File: src/rtl/uart_echo_pkg.sv
package uart_echo_pkg;

    // Sender controller, one-hot
    typedef enum logic [2:0] {
        TX_IDLE = 3'b001,
        TX_WAIT = 3'b010,
        TX_SEND = 3'b100
    } tx_state_e;

    // Receiver controller, one-hot
    typedef enum logic [1:0] {
        RX_IDLE = 2'b01,
        RX_BUSY = 2'b10
    } rx_state_e;

    // Bits needed to hold values 0..v-1, never less than one
    function automatic int unsigned width_of(int unsigned v);
        return (v < 2) ? 1 : $clog2(v);
    endfunction

endpackage

File: src/rtl/uart_baud_gen.sv
module uart_baud_gen
    import uart_echo_pkg::*;
#(
    parameter int unsigned CLK_HZ     = 50_000_000,
    parameter int unsigned BAUD       = 115_200,
    parameter int unsigned OVERSAMPLE = 8
) (
    input  logic clk_i,
    input  logic rst_ni,
    output logic rx_stb_o,
    output logic tx_stb_o
);
    localparam int unsigned TX_LAST = CLK_HZ / BAUD - 1;
    localparam int unsigned RX_LAST = CLK_HZ / (BAUD * OVERSAMPLE) - 1;
    localparam int unsigned CNT_W   = width_of(TX_LAST + 1);
    localparam bit          LOCKED  = ((TX_LAST + 1) == OVERSAMPLE * (RX_LAST + 1));

    logic [1:0] stb;

    // lane 0: oversampling enable, lane 1: bit enable
    for (genvar g = 0; g < 2; g++) begin : g_lane
        localparam int unsigned LAST = (g == 0) ? RX_LAST : TX_LAST;
        logic [CNT_W-1:0] cnt_d, cnt_q;

        assign stb[g] = (cnt_q == CNT_W'(LAST));

        always_comb begin
            cnt_d = stb[g] ? '0 : cnt_q + CNT_W'(1);
        end

        always_ff @(posedge clk_i or negedge rst_ni) begin
            if (!rst_ni) cnt_q <= '0;
            else         cnt_q <= cnt_d;
        end
    end

    assign rx_stb_o = stb[0];
    assign tx_stb_o = stb[1];

    if (TX_LAST > 0) begin : g_chk_width
        // bit enable is a single-clock pulse
        a_r2_tx_strobe_one_wide: assert property (@(posedge clk_i) disable iff (!rst_ni)
            tx_stb_o |=> !tx_stb_o);
    end

    if (LOCKED) begin : g_chk_lock
        // every bit enable coincides with an oversampling enable
        a_r2_strobes_aligned: assert property (@(posedge clk_i) disable iff (!rst_ni)
            tx_stb_o |-> rx_stb_o);
    end

endmodule

File: src/rtl/uart_sync_fifo.sv
module uart_sync_fifo
    import uart_echo_pkg::*;
#(
    parameter int unsigned WIDTH = 8,
    parameter int unsigned DEPTH = 16
) (
    input  logic             clk_i,
    input  logic             rst_ni,
    input  logic             push_i,
    input  logic [WIDTH-1:0] wdata_i,
    input  logic             pop_i,
    output logic [WIDTH-1:0] rdata_o,
    output logic             empty_o,
    output logic             ovf_o
);
    localparam int unsigned PW = width_of(DEPTH);
    localparam int unsigned CW = $clog2(DEPTH + 1);

    typedef struct packed {
        logic [PW-1:0] wr;
        logic [PW-1:0] rd;
        logic [CW-1:0] cnt;
        logic          ovf;
    } fifo_t;

    fifo_t            st_d, st_q;
    logic [WIDTH-1:0] mem_q [DEPTH];
    logic             full, take, give;

    assign full    = (st_q.cnt == CW'(DEPTH));
    assign empty_o = (st_q.cnt == '0);
    assign take    = push_i && !full;
    assign give    = pop_i && !empty_o;

    always_comb begin
        st_d = st_q;
        if (take) st_d.wr = (st_q.wr == PW'(DEPTH - 1)) ? '0 : st_q.wr + PW'(1);
        if (give) st_d.rd = (st_q.rd == PW'(DEPTH - 1)) ? '0 : st_q.rd + PW'(1);
        case ({take, give})
            2'b10:   st_d.cnt = st_q.cnt + CW'(1);
            2'b01:   st_d.cnt = st_q.cnt - CW'(1);
            default: st_d.cnt = st_q.cnt;
        endcase
        if (push_i && full) st_d.ovf = 1'b1;
    end

    always_ff @(posedge clk_i or negedge rst_ni) begin
        if (!rst_ni) st_q <= '0;
        else         st_q <= st_d;
    end

    always_ff @(posedge clk_i) begin
        if (take) mem_q[st_q.wr] <= wdata_i;
    end

    assign rdata_o = mem_q[st_q.rd];
    assign ovf_o   = st_q.ovf;

    // overflow flag holds until reset
    a_r7_ovf_sticky: assert property (@(posedge clk_i) disable iff (!rst_ni)
        st_q.ovf |=> st_q.ovf);
    // a write into a full queue without a read leaves the fill unchanged
    a_r7_full_write_dropped: assert property (@(posedge clk_i) disable iff (!rst_ni)
        (push_i && full && !pop_i) |=> $stable(st_q.cnt));
    // fill level never passes the depth
    a_r8_fill_bounded: assert property (@(posedge clk_i) disable iff (!rst_ni)
        st_q.cnt <= CW'(DEPTH));

endmodule

File: src/rtl/uart_rx.sv
module uart_rx
    import uart_echo_pkg::*;
#(
    parameter int unsigned DATA_W     = 8,
    parameter int unsigned OVERSAMPLE = 8,
    parameter int unsigned START_RUN  = 4
) (
    input  logic              clk_i,
    input  logic              rst_ni,
    input  logic              rx_i,
    input  logic              smp_stb_i,
    output logic              push_o,
    output logic [DATA_W-1:0] data_o
);
    localparam int unsigned SW = width_of(OVERSAMPLE);
    localparam int unsigned BW = width_of(DATA_W + 1);

    typedef struct packed {
        rx_state_e             st;
        logic [START_RUN-1:0]  hist;
        logic [SW-1:0]         smp;
        logic [BW-1:0]         bits;
        logic [DATA_W-1:0]     shreg;
        logic                  push;
    } rx_t;

    rx_t        st_d, st_q;
    logic [1:0] sync_q;
    logic       line;

    // two-flop synchroniser, idles high
    always_ff @(posedge clk_i or negedge rst_ni) begin
        if (!rst_ni) sync_q <= 2'b11;
        else         sync_q <= {sync_q[0], rx_i};
    end
    assign line = sync_q[1];

    always_comb begin
        st_d      = st_q;
        st_d.push = 1'b0;
        if (smp_stb_i) begin
            st_d.hist = {st_q.hist[START_RUN-2:0], line};
            case (st_q.st)
                RX_IDLE: begin
                    if (st_d.hist == '0) begin
                        st_d.st   = RX_BUSY;
                        st_d.smp  = '0;
                        st_d.bits = '0;
                    end
                end
                RX_BUSY: begin
                    if (st_q.smp != SW'(OVERSAMPLE - 1)) begin
                        st_d.smp = st_q.smp + SW'(1);
                    end else begin
                        st_d.smp = '0;
                        if (st_q.bits != BW'(DATA_W)) begin
                            st_d.shreg = {line, st_q.shreg[DATA_W-1:1]};
                            st_d.bits  = st_q.bits + BW'(1);
                        end else begin
                            st_d.push = 1'b1;
                            st_d.st   = RX_IDLE;
                        end
                    end
                end
                default: st_d.st = RX_IDLE;
            endcase
        end
    end

    always_ff @(posedge clk_i or negedge rst_ni) begin
        if (!rst_ni) begin
            st_q       <= '0;
            st_q.st    <= RX_IDLE;
            st_q.hist  <= '1;
        end else begin
            st_q <= st_d;
        end
    end

    assign push_o = st_q.push;
    assign data_o = st_q.shreg;

    // a frame is entered only with a fully low history
    a_r4_start_needs_low_run: assert property (@(posedge clk_i) disable iff (!rst_ni)
        $rose(st_q.st == RX_BUSY) |-> (st_q.hist == '0));
    // each byte is handed over in a single clock
    a_r3_push_one_wide: assert property (@(posedge clk_i) disable iff (!rst_ni)
        st_q.push |=> !st_q.push);
    // controller stays one-hot
    a_r4_state_onehot: assert property (@(posedge clk_i) disable iff (!rst_ni)
        $onehot(st_q.st));

endmodule

File: src/rtl/uart_tx.sv
module uart_tx
    import uart_echo_pkg::*;
#(
    parameter int unsigned DATA_W = 8
) (
    input  logic              clk_i,
    input  logic              rst_ni,
    input  logic              bit_stb_i,
    input  logic              fifo_empty_i,
    input  logic [DATA_W-1:0] fifo_data_i,
    output logic              pop_o,
    output logic              tx_o,
    output logic              done_o
);
    localparam int unsigned CW = width_of(DATA_W + 2);

    typedef struct packed {
        tx_state_e         st;
        logic [DATA_W:0]   shreg;
        logic [CW-1:0]     bits;
        logic [DATA_W-1:0] hold;
        logic              done;
    } tx_t;

    tx_t  st_d, st_q;
    logic last;

    assign last = (st_q.bits == CW'(DATA_W + 1));

    always_comb begin
        st_d      = st_q;
        st_d.done = 1'b0;
        pop_o     = 1'b0;
        if (bit_stb_i) begin
            case (st_q.st)
                TX_IDLE: begin
                    if (!fifo_empty_i) begin
                        pop_o     = 1'b1;
                        st_d.hold = fifo_data_i;
                        st_d.st   = TX_WAIT;
                    end
                end
                TX_WAIT: begin
                    st_d.shreg = {st_q.hold, 1'b0};
                    st_d.st    = TX_SEND;
                end
                TX_SEND: begin
                    if (!last) begin
                        st_d.shreg = {1'b1, st_q.shreg[DATA_W:1]};
                        st_d.bits  = st_q.bits + CW'(1);
                    end else begin
                        st_d.bits = '0;
                        if (!fifo_empty_i) begin
                            pop_o     = 1'b1;
                            st_d.hold = fifo_data_i;
                            st_d.st   = TX_WAIT;
                        end else begin
                            st_d.done = 1'b1;
                            st_d.st   = TX_IDLE;
                        end
                    end
                end
                default: st_d.st = TX_IDLE;
            endcase
        end
    end

    always_ff @(posedge clk_i or negedge rst_ni) begin
        if (!rst_ni) begin
            st_q       <= '0;
            st_q.st    <= TX_IDLE;
            st_q.shreg <= '1;
        end else begin
            st_q <= st_d;
        end
    end

    assign tx_o   = st_q.shreg[0];
    assign done_o = st_q.done;

    // line is high whenever the sender is idle
    a_r1_idle_line_high: assert property (@(posedge clk_i) disable iff (!rst_ni)
        (st_q.st == TX_IDLE) |-> tx_o);
    // controller stays one-hot
    a_r5_state_onehot: assert property (@(posedge clk_i) disable iff (!rst_ni)
        $onehot(st_q.st));
    // done coincides with arrival in idle and lasts one clock
    a_r6_done_in_idle: assert property (@(posedge clk_i) disable iff (!rst_ni)
        done_o |-> (st_q.st == TX_IDLE));
    a_r6_done_one_wide: assert property (@(posedge clk_i) disable iff (!rst_ni)
        done_o |=> !done_o);
    // bit counter never passes the frame length
    a_r2_bits_bounded: assert property (@(posedge clk_i) disable iff (!rst_ni)
        st_q.bits <= CW'(DATA_W + 1));

endmodule

File: src/rtl/uart_echo_core.sv
module uart_echo_core
    import uart_echo_pkg::*;
#(
    parameter int unsigned CLK_HZ     = 50_000_000,
    parameter int unsigned BAUD       = 115_200,
    parameter int unsigned DATA_W     = 8,
    parameter int unsigned FIFO_DEPTH = 16,
    parameter int unsigned OVERSAMPLE = 8,
    parameter int unsigned START_RUN  = 4
) (
    input  logic clk_i,
    input  logic rst_ni,
    input  logic rx_i,
    output logic tx_o,
    output logic tx_done_o,
    output logic rx_empty_o,
    output logic tx_empty_o,
    output logic rx_overflow_o,
    output logic tx_overflow_o
);
    logic              rx_stb, tx_stb;
    logic              rx_push;
    logic [DATA_W-1:0] rx_byte;
    logic [DATA_W-1:0] rxq_data, txq_data;
    logic              rxq_empty, txq_empty;
    logic              echo_mv, tx_pop;

    uart_baud_gen #(
        .CLK_HZ    (CLK_HZ),
        .BAUD      (BAUD),
        .OVERSAMPLE(OVERSAMPLE)
    ) i_baud (
        .clk_i   (clk_i),
        .rst_ni  (rst_ni),
        .rx_stb_o(rx_stb),
        .tx_stb_o(tx_stb)
    );

    uart_rx #(
        .DATA_W    (DATA_W),
        .OVERSAMPLE(OVERSAMPLE),
        .START_RUN (START_RUN)
    ) i_rx (
        .clk_i    (clk_i),
        .rst_ni   (rst_ni),
        .rx_i     (rx_i),
        .smp_stb_i(rx_stb),
        .push_o   (rx_push),
        .data_o   (rx_byte)
    );

    uart_sync_fifo #(
        .WIDTH(DATA_W),
        .DEPTH(FIFO_DEPTH)
    ) i_rx_q (
        .clk_i  (clk_i),
        .rst_ni (rst_ni),
        .push_i (rx_push),
        .wdata_i(rx_byte),
        .pop_i  (echo_mv),
        .rdata_o(rxq_data),
        .empty_o(rxq_empty),
        .ovf_o  (rx_overflow_o)
    );

    // echo stage: any byte waiting in the receive queue moves over at once
    assign echo_mv = !rxq_empty;

    uart_sync_fifo #(
        .WIDTH(DATA_W),
        .DEPTH(FIFO_DEPTH)
    ) i_tx_q (
        .clk_i  (clk_i),
        .rst_ni (rst_ni),
        .push_i (echo_mv),
        .wdata_i(rxq_data),
        .pop_i  (tx_pop),
        .rdata_o(txq_data),
        .empty_o(txq_empty),
        .ovf_o  (tx_overflow_o)
    );

    uart_tx #(
        .DATA_W(DATA_W)
    ) i_tx (
        .clk_i       (clk_i),
        .rst_ni      (rst_ni),
        .bit_stb_i   (tx_stb),
        .fifo_empty_i(txq_empty),
        .fifo_data_i (txq_data),
        .pop_o       (tx_pop),
        .tx_o        (tx_o),
        .done_o      (tx_done_o)
    );

    assign rx_empty_o = rxq_empty;
    assign tx_empty_o = txq_empty;

    // the receive queue is drained every clock, so it never overflows
    a_r7_rx_queue_no_overflow: assert property (@(posedge clk_i) disable iff (!rst_ni)
        !rx_overflow_o);
    // a byte written into the receive queue has left it one clock later
    a_r3_echo_next_clock: assert property (@(posedge clk_i) disable iff (!rst_ni)
        (rx_push && rxq_empty) |=> (!rxq_empty && echo_mv));
    // the sender only takes bytes on a bit enable
    a_r5_pop_on_bit_enable: assert property (@(posedge clk_i) disable iff (!rst_ni)
        tx_pop |-> (tx_stb && !txq_empty));

endmodule

File: config.mk
export PLATFORM = sky130hd
export DESIGN_NAME = uart_echo_core
export DESIGN_NICKNAME = d
export VERILOG_FILES = /design/src/rtl/uart_echo_pkg.sv /design/src/rtl/uart_baud_gen.sv /design/src/rtl/uart_sync_fifo.sv /design/src/rtl/uart_rx.sv /design/src/rtl/uart_tx.sv /design/src/rtl/uart_echo_core.sv
export SDC_FILE = /design/constraint.sdc
export NUM_CORES = 1
export LEC_CHECK = 0
export ABC_AREA = 1
export BUFFER_PORTS_ARGS = -buffer_cell sky130_fd_sc_hd__buf_2
export CORE_UTILIZATION = 42
export CTS_CLUSTER_SIZE = 14
export DETAILED_ROUTE_END_ITERATION = 8
export SYNTH_ARGS = -nofsm -noshare
export SYNTH_HDL_FRONTEND = slang
export SYNTH_SLANG_ARGS = --single-unit
File: constraint.sdc
create_clock -name clk_i -period 3.4 [get_ports clk_i]
set_clock_uncertainty 0.1 [all_clocks]
set_input_delay 0.17 -clock clk_i [delete_from_list [all_inputs] [get_ports clk_i]]
set_output_delay 0.17 -clock clk_i [all_outputs]
set_load 0.01 [all_outputs]
# == Yosys cells after proc, flatten, opt, wreduce, memory -nomap -nowiden ==
# Memory sizes are Yosys's and may differ from the RTL's.
# Index checks and enable logic that the tools add are counted.
# word_totals
register_bits,94
mem_bits_rw,256
output_inout_bits,6
word_cells,131
n_memories,2
# mem_list
name,depth,word_bits,read_ports,rd_ports_with_merged_regs,wr,line,source
i_rx_q.mem_q,16,8,1,0,1,uart_sync_fifo.sv:27,logic [WIDTH-1:0] mem_q [DEPTH];
i_tx_q.mem_q,16,8,1,0,1,uart_sync_fifo.sv:27,
# classes
n_addsub,13
eq_ne,27
mux,41
bitwise_logic,1
reduce_logical,25
# ops
cell,count
2-to-1 mux 9 bit,4
"adder 4 x 1 -> 4 bit, second input constant",6
"== test 4 bit, second input constant",5
2-to-1 mux 4 bit,5
case mux 5 bit (2 select lines),2
"adder 9 x 1 -> 9 bit, second input constant",2
case mux 9 bit (2 select lines),1
case mux 8 bit (2 select lines),1
case mux 7 bit (2 select lines),1
2-to-1 mux 1 bit,13
2-to-1 mux 13 bit,1
2-to-1 mux 12 bit,1
AND reduction 3 bit,4
"adder 5 x 1 -> 5 bit, second input constant",2
"== test 5 bit, second input constant",2
zero test 5 bit,2
nonzero test 2 bit,5
"subtractor 5 x 1 -> 5 bit, second input constant",2
"== test 9 x 6 -> 1 bit, second input constant",1
"== test 9 bit, second input constant",1
2-to-1 mux 3 bit,3
case mux 3 bit (3 select lines),1
2-to-1 mux 2 bit,4
2-to-1 mux 8 bit,1
20 further kinds,37

# == Longest topological paths before layout ==
# Gate-level depths: netlist (run 1).
# logic_depth
ltp_word,8
mapped_depth,19

# == Modules after synthesis ==
# A second synthesis (run 1) with hierarchy kept.
# hier_totals
cells_unflattened,1763
hier_area_um2,16553.4
# modules_own_cells
module,n_inst,cells_per_inst,area_per_inst_um2
uart_sync_fifo (i_rx_q),1,673,6488.7
uart_sync_fifo (i_tx_q),1,632,6391.1
uart_tx,1,192,1466.4
uart_rx,1,136,1222.4
uart_baud_gen,1,129,980.9
uart_echo_core,1,1,3.8

# == Worst setup path after synthesis (run 1) ==
# No wires, ideal clock.
# synth_path
kind,register to register
from,reg i_baud.g_lane[1].cnt_q[1]
to,reg i_tx_q.st_q[5] (netlist bit)
setup_ns,0.117
arrival_ns,2.418
setup_slack_ns,0.765
path_stages_with_launch,20
n_path_buf,1
period_less_slack_ns,2.635
path_cell_list,dfrtp_1 inv_1 ha_1 nand2_1 nor2_1 inv_2 nor2_8 nand2_4 nor2_4 buf_6 ha_1 inv_1 fa_1 inv_1 a21oi_1 nor2_1 nor2_1 xor2_1 nand2_1 nand2_1
# synth_via
elab_chain_cells,5
word_cells_on_any_way,7
classes_between,eq/ne (3); mux (2); reduce/logical (2)
# synth_rtl
item,line,source
"start, declared",uart_baud_gen.sv:23,"logic [CNT_W-1:0] cnt_d, cnt_q;"
"start signal, assigned",uart_baud_gen.sv:33,else cnt_q <= cnt_d;
== test 9 bit (*),uart_baud_gen.sv:25,assign stb[g] = (cnt_q == CNT_W'(LAST));
2-to-1 mux 1 bit (*),uart_tx.sv:34,if (bit_stb_i) begin
logical AND 1 bit (*),uart_sync_fifo.sv:33,assign give = pop_i && !empty_o;
named net i_tx_q.give,uart_sync_fifo.sv:28,"logic full, take, give;"
== test 2 x 1 -> 1 bit or == test 2 bit (tied branches),uart_sync_fifo.sv:39,"case ({take, give})"
case mux 5 bit (2 select lines) or nonzero test 2 bit (tied branches),-,
"end signal, assigned",uart_sync_fifo.sv:49,else st_q <= st_d;
"end, declared",uart_sync_fifo.sv:26,"fifo_t st_d, st_q;"
# Mark *: on every way through the listed nets, which the timed path passes. The rest lies on a longest branch.
# A chain may end at the register's enable or synchronous reset.

# == Final worst setup path (run 1) ==
# layout_path
from,reg i_baud.g_lane[1].cnt_q[1]
to,reg i_tx_q.st_q[5] (netlist bit)
# layout_via
elab_chain_cells,5
word_cells_on_any_way,7
classes_between,eq/ne (3); mux (2); reduce/logical (2)
# layout_rtl
item,line
== test 9 bit (*),uart_baud_gen.sv:25
2-to-1 mux 1 bit (*),uart_tx.sv:34
logical AND 1 bit (*),uart_sync_fifo.sv:33
== test 2 x 1 -> 1 bit or == test 2 bit (tied branches),uart_sync_fifo.sv:39
case mux 5 bit (2 select lines) or nonzero test 2 bit (tied branches),-
# Mark *: on every way between the ends. The rest lies on a longest branch, timed or not.

==> flow_summary_export.csv, run 1 <==
group,metric,value,unit
run_status,status,"completed",
synth,synth_area,15300,sq um
synth,synth-adder-area-share,2.30,%
synth,yosys_warnings,0,
floorplan,die_h,193,um
synth,synth_top_family_by_area,"simple AND/OR/NAND/NOR gates",
worst_setup_path,reg2regPathDepth,18,
floorplan,floorplan.initialDensity,42.9,%
worst_setup_path,reg2reg_to,"i_tx_q.st_q[5]",
synth,synthXorXnorAreaFrac,0.913,%
final_layout,fin_nets,1520,
synth,synth_cells,1478,
detailed_routing,drt-initial-drc-count,589,
placed_design,dp_cells,1911,
floorplan,ios,9,
final_layout,nFillCells,3285,
worst_setup_path,worst_ep_arrival_time,3000,ps
floorplan,core,35700,sq um
synth,synth_mux_area_share,0,%
final_layout,drive_gt1_share,8.84,%
detailed_routing,drc,0,
cts,clock_latency,520,ps
cts,cts.sinks,350,
cts,htreeDepth,2,
floorplan,die_area,37300,sq um
final_layout,mostFrequentLayoutCells,"399 x nand2_1, 256 x edfxtp_1, 161 x inv_1, 147 x nand3_1, 98 x nor2_1",
detailed_routing,avgRoutedWirePerCell,16.7,um
sta,rsz0062_at_grt,"false",
cts,clock_path_buffers,3,
sta,post-route-period-util,79.7,%
worst_setup_path,cp.buffers_inverters,4,
sta,setup_viol,0,
worst_setup_path,cp_top_family,"simple AND/OR/NAND/NOR gates",
worst_setup_path,startpoint_type,"flip-flop",
synth,synth_edf_count,256,
pwr,power_per_cell_area,486,nW/um^2
detailed_routing,first_pass_iters,5,
worst_setup_path,cp_cell_sequence,"inv_1, ha_1, nand2_1, nor2_1, inv_2, nor2_8, nand2_4, nor2_4, ha_1, inv_1, fa_1, inv_1, a21oi_1, nor2_1, nor2_1, xor2_1, nand2_1, nand2_1",
worst_setup_path,crit_type,"flip-flop to flip-flop",
synth,yosysUniqueCellTypes,42,
worst_setup_path,required,3700,ps
global_route,grt_max_degree,70,
pwr,p_leak,6.60,nW
synth,synthArstFlopShare,26.9,%
synth,syn-num-nets,1508,
global_route,overflow,0,
synth,synthFlopType,"edfxtp_1",
sta,worst_slew_pin_slew,1270,ps
final_layout,multiInputGateArea,4390,sq um
sta,maxSlewHeadroom,15.2,%
global_route,grt_first_pass_wirelength,52300,um
worst_setup_path,critPathMaxStageDelay,400,ps
sta,fmax,369,MHz
placed_design,hpwl,20600,um
final_layout,final_common_cell,"nand2_1",
final_layout,antennaDiodeCount,0,
global_route,grt_pass1_vias,9575,
synth,ys_seq_area_share,65.5,%
detailed_routing,vias,10000,
sta,slew_violations,0,
floorplan,die_w,193,um
run,maxCapViolCount,0,
detailed_routing,drt_wl_total,32900,um
detailed_routing,viasPerCell,5.07,
cts,post-cts-setup-buffers,0,
global_route,grt_antenna_before_repair,0,
floorplan,rows,69,
synth,synth_compound_area_share,5.68,%
placed_design,numPortBuffers,8,
cts,cts_buffers,36,
cts,cts.clk_slew.worst_paths,60,ps
sta,fin_crit,2710,ps
worst_setup_path,worst_path_max_delay_cell,"dfrtp_1",
worst_setup_path,reg2reg_setup_slack,690,ps
cts,cts_hold_buf,2,
worst_setup_path,timing.rr.start,"i_baud.g_lane[1].cnt_q[1]",
detailed_routing,ant_nets,0,
cts,post_cts_resized,0,
pwr,ir_worst_vdd,388,uV
synth,synthSimpleGateAreaFrac,19.7,%
placed_design,gp_congestion,0.840,
synth,syn_area_per_cell,10.4,sq um
sta,finalHoldViolCount,0,
cts,cts_tree,"built",
worst_setup_path,crit_path_max_fanout,10,
worst_hold_path,min_path_type,"primary input to async pin",
sta,fin_tns_setup,0,ps
final_layout,regArea,10100,sq um
final_layout,syn_to_final_growth,10.7,%
synth,synth_seq_cells,350,
cts,root_buffer,"clkbuf_16",
global_route,grt_usage,18.2,%
worst_setup_path,end_kind,"flip-flop",
final_layout,layout.cells.non_filler,1977,
==> Yosys cell counts (6+ instances only) <==
master    instances  share of area, %
a21oi_1          41               1.3
clkbuf_1         24              0.59
o21ai_0          84               2.7
nor2_1           98               2.4
inv_2             9              0.22
o21ai_2           8              0.46
dfstp_2          16               2.7
xor2_1           14              0.80
inv_1           161               3.9
dfrtp_1          78                13
nor3_1            9              0.29
nand4_1          21              0.86
ha_1             25               2.0
nand2_1         399               9.8
buf_1             6              0.15
edfxtp_1        256                50
o211ai_1         10              0.49
nand3_1         147               4.8
buf_2            20              0.65
o22ai_1           6              0.24
==> registers in the layout (all words and copies together) (netlist names), 2 cells and up <==
| signal | flops |
|---|---|
| i_baud.g_lane.cnt_q | 18 |
| i_rx.data_o | 8 |
| i_rx.st_q | 12 |
| i_rx.sync_q | 2 |
| i_rx_q.mem_q | 128 |
| i_rx_q.st_q | 13 |
| i_tx.st_q | 23 |
| i_tx_q.mem_q | 128 |
| i_tx_q.st_q | 13 |
==> report_power, final <==
group          switching [W]  internal [W]
Combinational      0.0000231    0.00000443
Clock                0.00158       0.00211
Sequential       0.000000551       0.00454
==> through the flow <==
stage	total power, W	setup WS, ps	area, sq um	hold WS, ps	util (%)
2_1_floorplan	0.00463	765	15300	-226	-
3_3_place_gp	0.00465	733	15900	117	44.4
3_5_place_dp	0.00465	689	15900	130	44.4
4_1_cts	0.00835	676	17000	123	47.5
5_1_grt	0.00850	442	17000	161	47.5
6_report	0.00826	692	17000	117	47.5
==> cells by family after synthesis <==
kind of cell / after synthesis
AOI/OAI and AO/OA: 159
xor gates and xnor gates: 16
adders and majority gates: 27
buffers and inverters: 227
DFF: 350
and+or+nand+nor: 699
==> worst max path at each step <==
stage	from	endpoint	slack, ps	cells after the start
final	i_baud.g_lane[1].cnt_q[1]	i_tx_q.st_q[5]	690	18
after global placement	i_baud.g_lane[1].cnt_q[1]	i_tx_q.st_q[5]	730	18
after CTS	i_baud.g_lane[1].cnt_q[1]	i_tx_q.st_q[5]	680	18
after floorplan	i_baud.g_lane[1].cnt_q[1]	i_tx_q.st_q[5]	770	19
after detailed placement	i_baud.g_lane[1].cnt_q[1]	i_tx_q.st_q[5]	690	18
after global routing	i_baud.g_lane[1].cnt_q[1]	i_tx_q.st_q[5]	440	18
==> worst register-to-register path: cells and delay by family (launching register included) <==
kind            cells  cell delay [ps]
compound gates      1               70
xor+xnor            1              130
fa+ha+maj           3              780
buf+inv             4              310
flops               1              400
simple gates        9              810
==> final cells by class <==
cell class / instances / area share (%)
Clock inverter: 17 / 0.633
Sequential cell: 350 / 59.2
Timing Repair Buffer: 27 / 1.27
Clock buffer: 47 / 5.79
Multi-Input combinational cell: 901 / 25.8
Inverter: 174 / 3.85
Tap cell: 461 / 3.40
==> per-layer routing <==
layer	wire length, um	up-vias	share of wire, %	track usage, %
met5	0	-	0	0
li1	-	4955	-	-
met3	1580	48	4.8	2.50
met4	665	0	2.0	5.11
met2	15900	219	48	30.5
met1	14800	4804	45	24.7
Note: power is estimated with default switching activity, not from simulation.
==> run 2, diff against run 1 <==
- clock period: 3.4 -> 2.3 ns (I/O delays scaled with it)
==> flow_summary_export.csv, run 2 (same netlist as run 1, synthesis figures left out) <==
group,metric,value,unit
run_status,status,"complete, but fails checks",
run_status,violations,"setup timing",
pwr,seqPwrFrac,53.8,%
final_layout,layout.cells.non_filler,2071,
final_layout,final_util,49.9,%
worst_setup_path,reg2regPathDepth,18,
pwr,intPower,0.00998,W
detailed_routing,vias,10400,
worst_setup_path,crit_type,"flip-flop to flip-flop",
pwr,comb_power_share,0.4,%
cts,cts_tree,"built",
floorplan,core,35700,sq um
floorplan,rows,69,
pwr,ir_worst_vdd,603,uV
worst_setup_path,required,2610,ps
pwr,power.total,0.0125,W
sta,worst_slew_pin_slew,719,ps
placed_design,hpwl,21200,um
worst_setup_path,timing.rr.start,"i_baud.g_lane[1].cnt_q[1]",
final_layout,antennaDiodeCount,0,
sta,setup_viol,1,
detailed_routing,drt_wl_total,33700,um
sta,rsz0062_at_grt,"true",
final_layout,nFillCells,3248,
placed_design,dpl_cell_area,16500,sq um
worst_setup_path,end_kind,"flip-flop",
floorplan,die_h,193,um
sta,finalHoldViolCount,0,
sta,post-route-period-util,105,%
worst_hold_path,min_path_type,"primary input to async pin",
placed_design,numPortBuffers,8,
sta,fin_tns_setup,-114,ps
floorplan,die_w,193,um
global_route,grt_max_degree,44,
detailed_routing,drt-initial-drc-count,676,
cts,cts.clk_slew.worst_paths,60,ps
detailed_routing,ant_nets,0,
sta,maxSlewHeadroom,51.9,%
floorplan,die_area,37300,sq um
detailed_routing,drc,0,
detailed_routing,avgRoutedWirePerCell,16.3,um
cts,root_buffer,"clkbuf_16",
final_layout,final_common_cell,"nand2_1",
sta,fmax,414,MHz
detailed_routing,viasPerCell,5.00,
pwr,p_sw_share,19.9,%
final_layout,reg.largest.list,"i_rx_q.mem_q x128, i_tx_q.mem_q x128, i_tx.st_q x23",
cts,clock_path_buffers,3,
placed_design,dp_cells,1994,
pwr,power_per_cell_area,699,nW/um^2
global_route,grt_first_pass_wirelength,53800,um
final_layout,mostFrequentLayoutCells,"396 x nand2_1, 256 x edfxtp_1, 158 x inv_1, 145 x nand3_1, 108 x buf_4",
final_layout,regArea,10100,sq um
worst_setup_path,worst_ep_arrival_time,2730,ps
run,maxCapViolCount,0,
final_layout,multiInputGateArea,4480,sq um
global_route,grt_pass1_vias,9962,
floorplan,ios,9,
global_route,grt_usage,18.5,%
sta,fin_crit,2410,ps
worst_setup_path,crit_path_max_fanout,3,
final_layout,drive_gt1_share,15.6,%
global_route,overflow,0,
cts,cts.sinks,350,
placed_design,gp_congestion,0.809,
pwr,power.share.clock,45.8,%
final_layout,syn_to_final_growth,16.2,%
sta,slew_violations,0,
cts,clock_latency,530,ps
pwr,p_leak,7.08,nW
sta,setup_slack,-114,ps
floorplan,floorplan.initialDensity,42.9,%
pwr,p_switching,0.00248,W
worst_setup_path,reg2reg_to,"i_tx_q.st_q[5]",
worst_setup_path,reg2reg_setup_slack,-110,ps
worst_setup_path,startpoint_type,"flip-flop",
cts,cts_buffers,37,
final_layout,fin_nets,1613,
final_layout,postLayoutCellArea,17800,sq um
detailed_routing,first_pass_iters,7,
global_route,grt_antenna_before_repair,0,
cts,htreeDepth,2,
-- run 2: changes by cell type in the layout (fill, tap and decap cells not counted), sizes merged --
cell / previous run / this run
clkinvlp: 1 / 3
clkinv: 19 / 21
clkbuf: 47 / 43
inv: 170 / 172
buf: 25 / 117
-- run 2: timing repair --
item                                    4_1_cts  5_1_grt
endpoints found under the setup margin        2       45
resized for setup                             3       24
hold endpoints to repair                     85        0
hold buffers                                  2        0
pin swaps                                     1       16
setup buffers                                 2        7
-- run 2: metrics by stage --
stage | hold WS, ps | setup WS, ps
final | 26.4 | -114
after detailed placement | 50.6 | -111
after floorplan | -281 | -214
after global placement | 39.7 | -74.7
after CTS | 40.5 | -80.9
after global routing | 80.5 | -231
-- run 2: worst max-delay path by stage --
stage                                   start             end  depth (start not counted)  slack, ps
detailed placement  i_baud.g_lane[1].cnt_q[1]  i_tx_q.st_q[5]                         18       -110
floorplan           i_baud.g_lane[1].cnt_q[1]  i_tx_q.st_q[5]                         19       -210
CTS                 i_baud.g_lane[1].cnt_q[1]  i_tx_q.st_q[5]                         18        -80
global route        i_baud.g_lane[1].cnt_q[1]  i_tx_q.st_q[5]                         18       -230
global placement    i_baud.g_lane[1].cnt_q[1]  i_tx_q.st_q[5]                         18        -70
finish              i_baud.g_lane[1].cnt_q[1]  i_tx_q.st_q[5]                         18       -110
-- run 2: critical path, stage by stage, from the launching register on --
cell	delay, ps
dfrtp_1	370
inv_1	60
ha_2	170
nand2_2	60
nor2_4	110
inv_2	70
nor2_8	90
nand2_4	50
nor2_4	120
ha_4	150
inv_2	40
fa_2	350
inv_2	90
a21oi_2	50
nor2_1	100
nor2_1	60
xor2_1	140
nand2_1	60
nand2_1	40
-- run 2: routing by layer --
metal,global-route usage [%],vias up,part of all wire (%),routed length (um)
met5,0,-,0,0
met4,5.68,0,2.5,839
met3,2.95,65,3.8,1290
met2,30.4,184,49,16300
met1,25.3,4967,45,15200
li1,-,5146,-,-
-- run 2: power groups by stage --
stage	Combinational [W]	Clock, W	Sequential [W]
3_3_place_gp	0.0000453	0	0.00684
4_1_cts	0.0000488	0.00581	0.00671
2_1_floorplan	0.000000939	0	0.00684
3_5_place_dp	0.0000462	0	0.00684
6_report	0.0000449	0.00571	0.00671
5_1_grt	0.0000543	0.00606	0.00671
-- run 2: cell type report --
cell class                      count  share of cell area (%)
Sequential cell                   350                    56.4
Multi-Input combinational cell    901                    25.1
Clock buffer                       43                    5.67
Timing Repair Buffer              119                    5.03
Inverter                          174                    3.68
Tap cell                          461                    3.23
Clock inverter                     23                   0.814
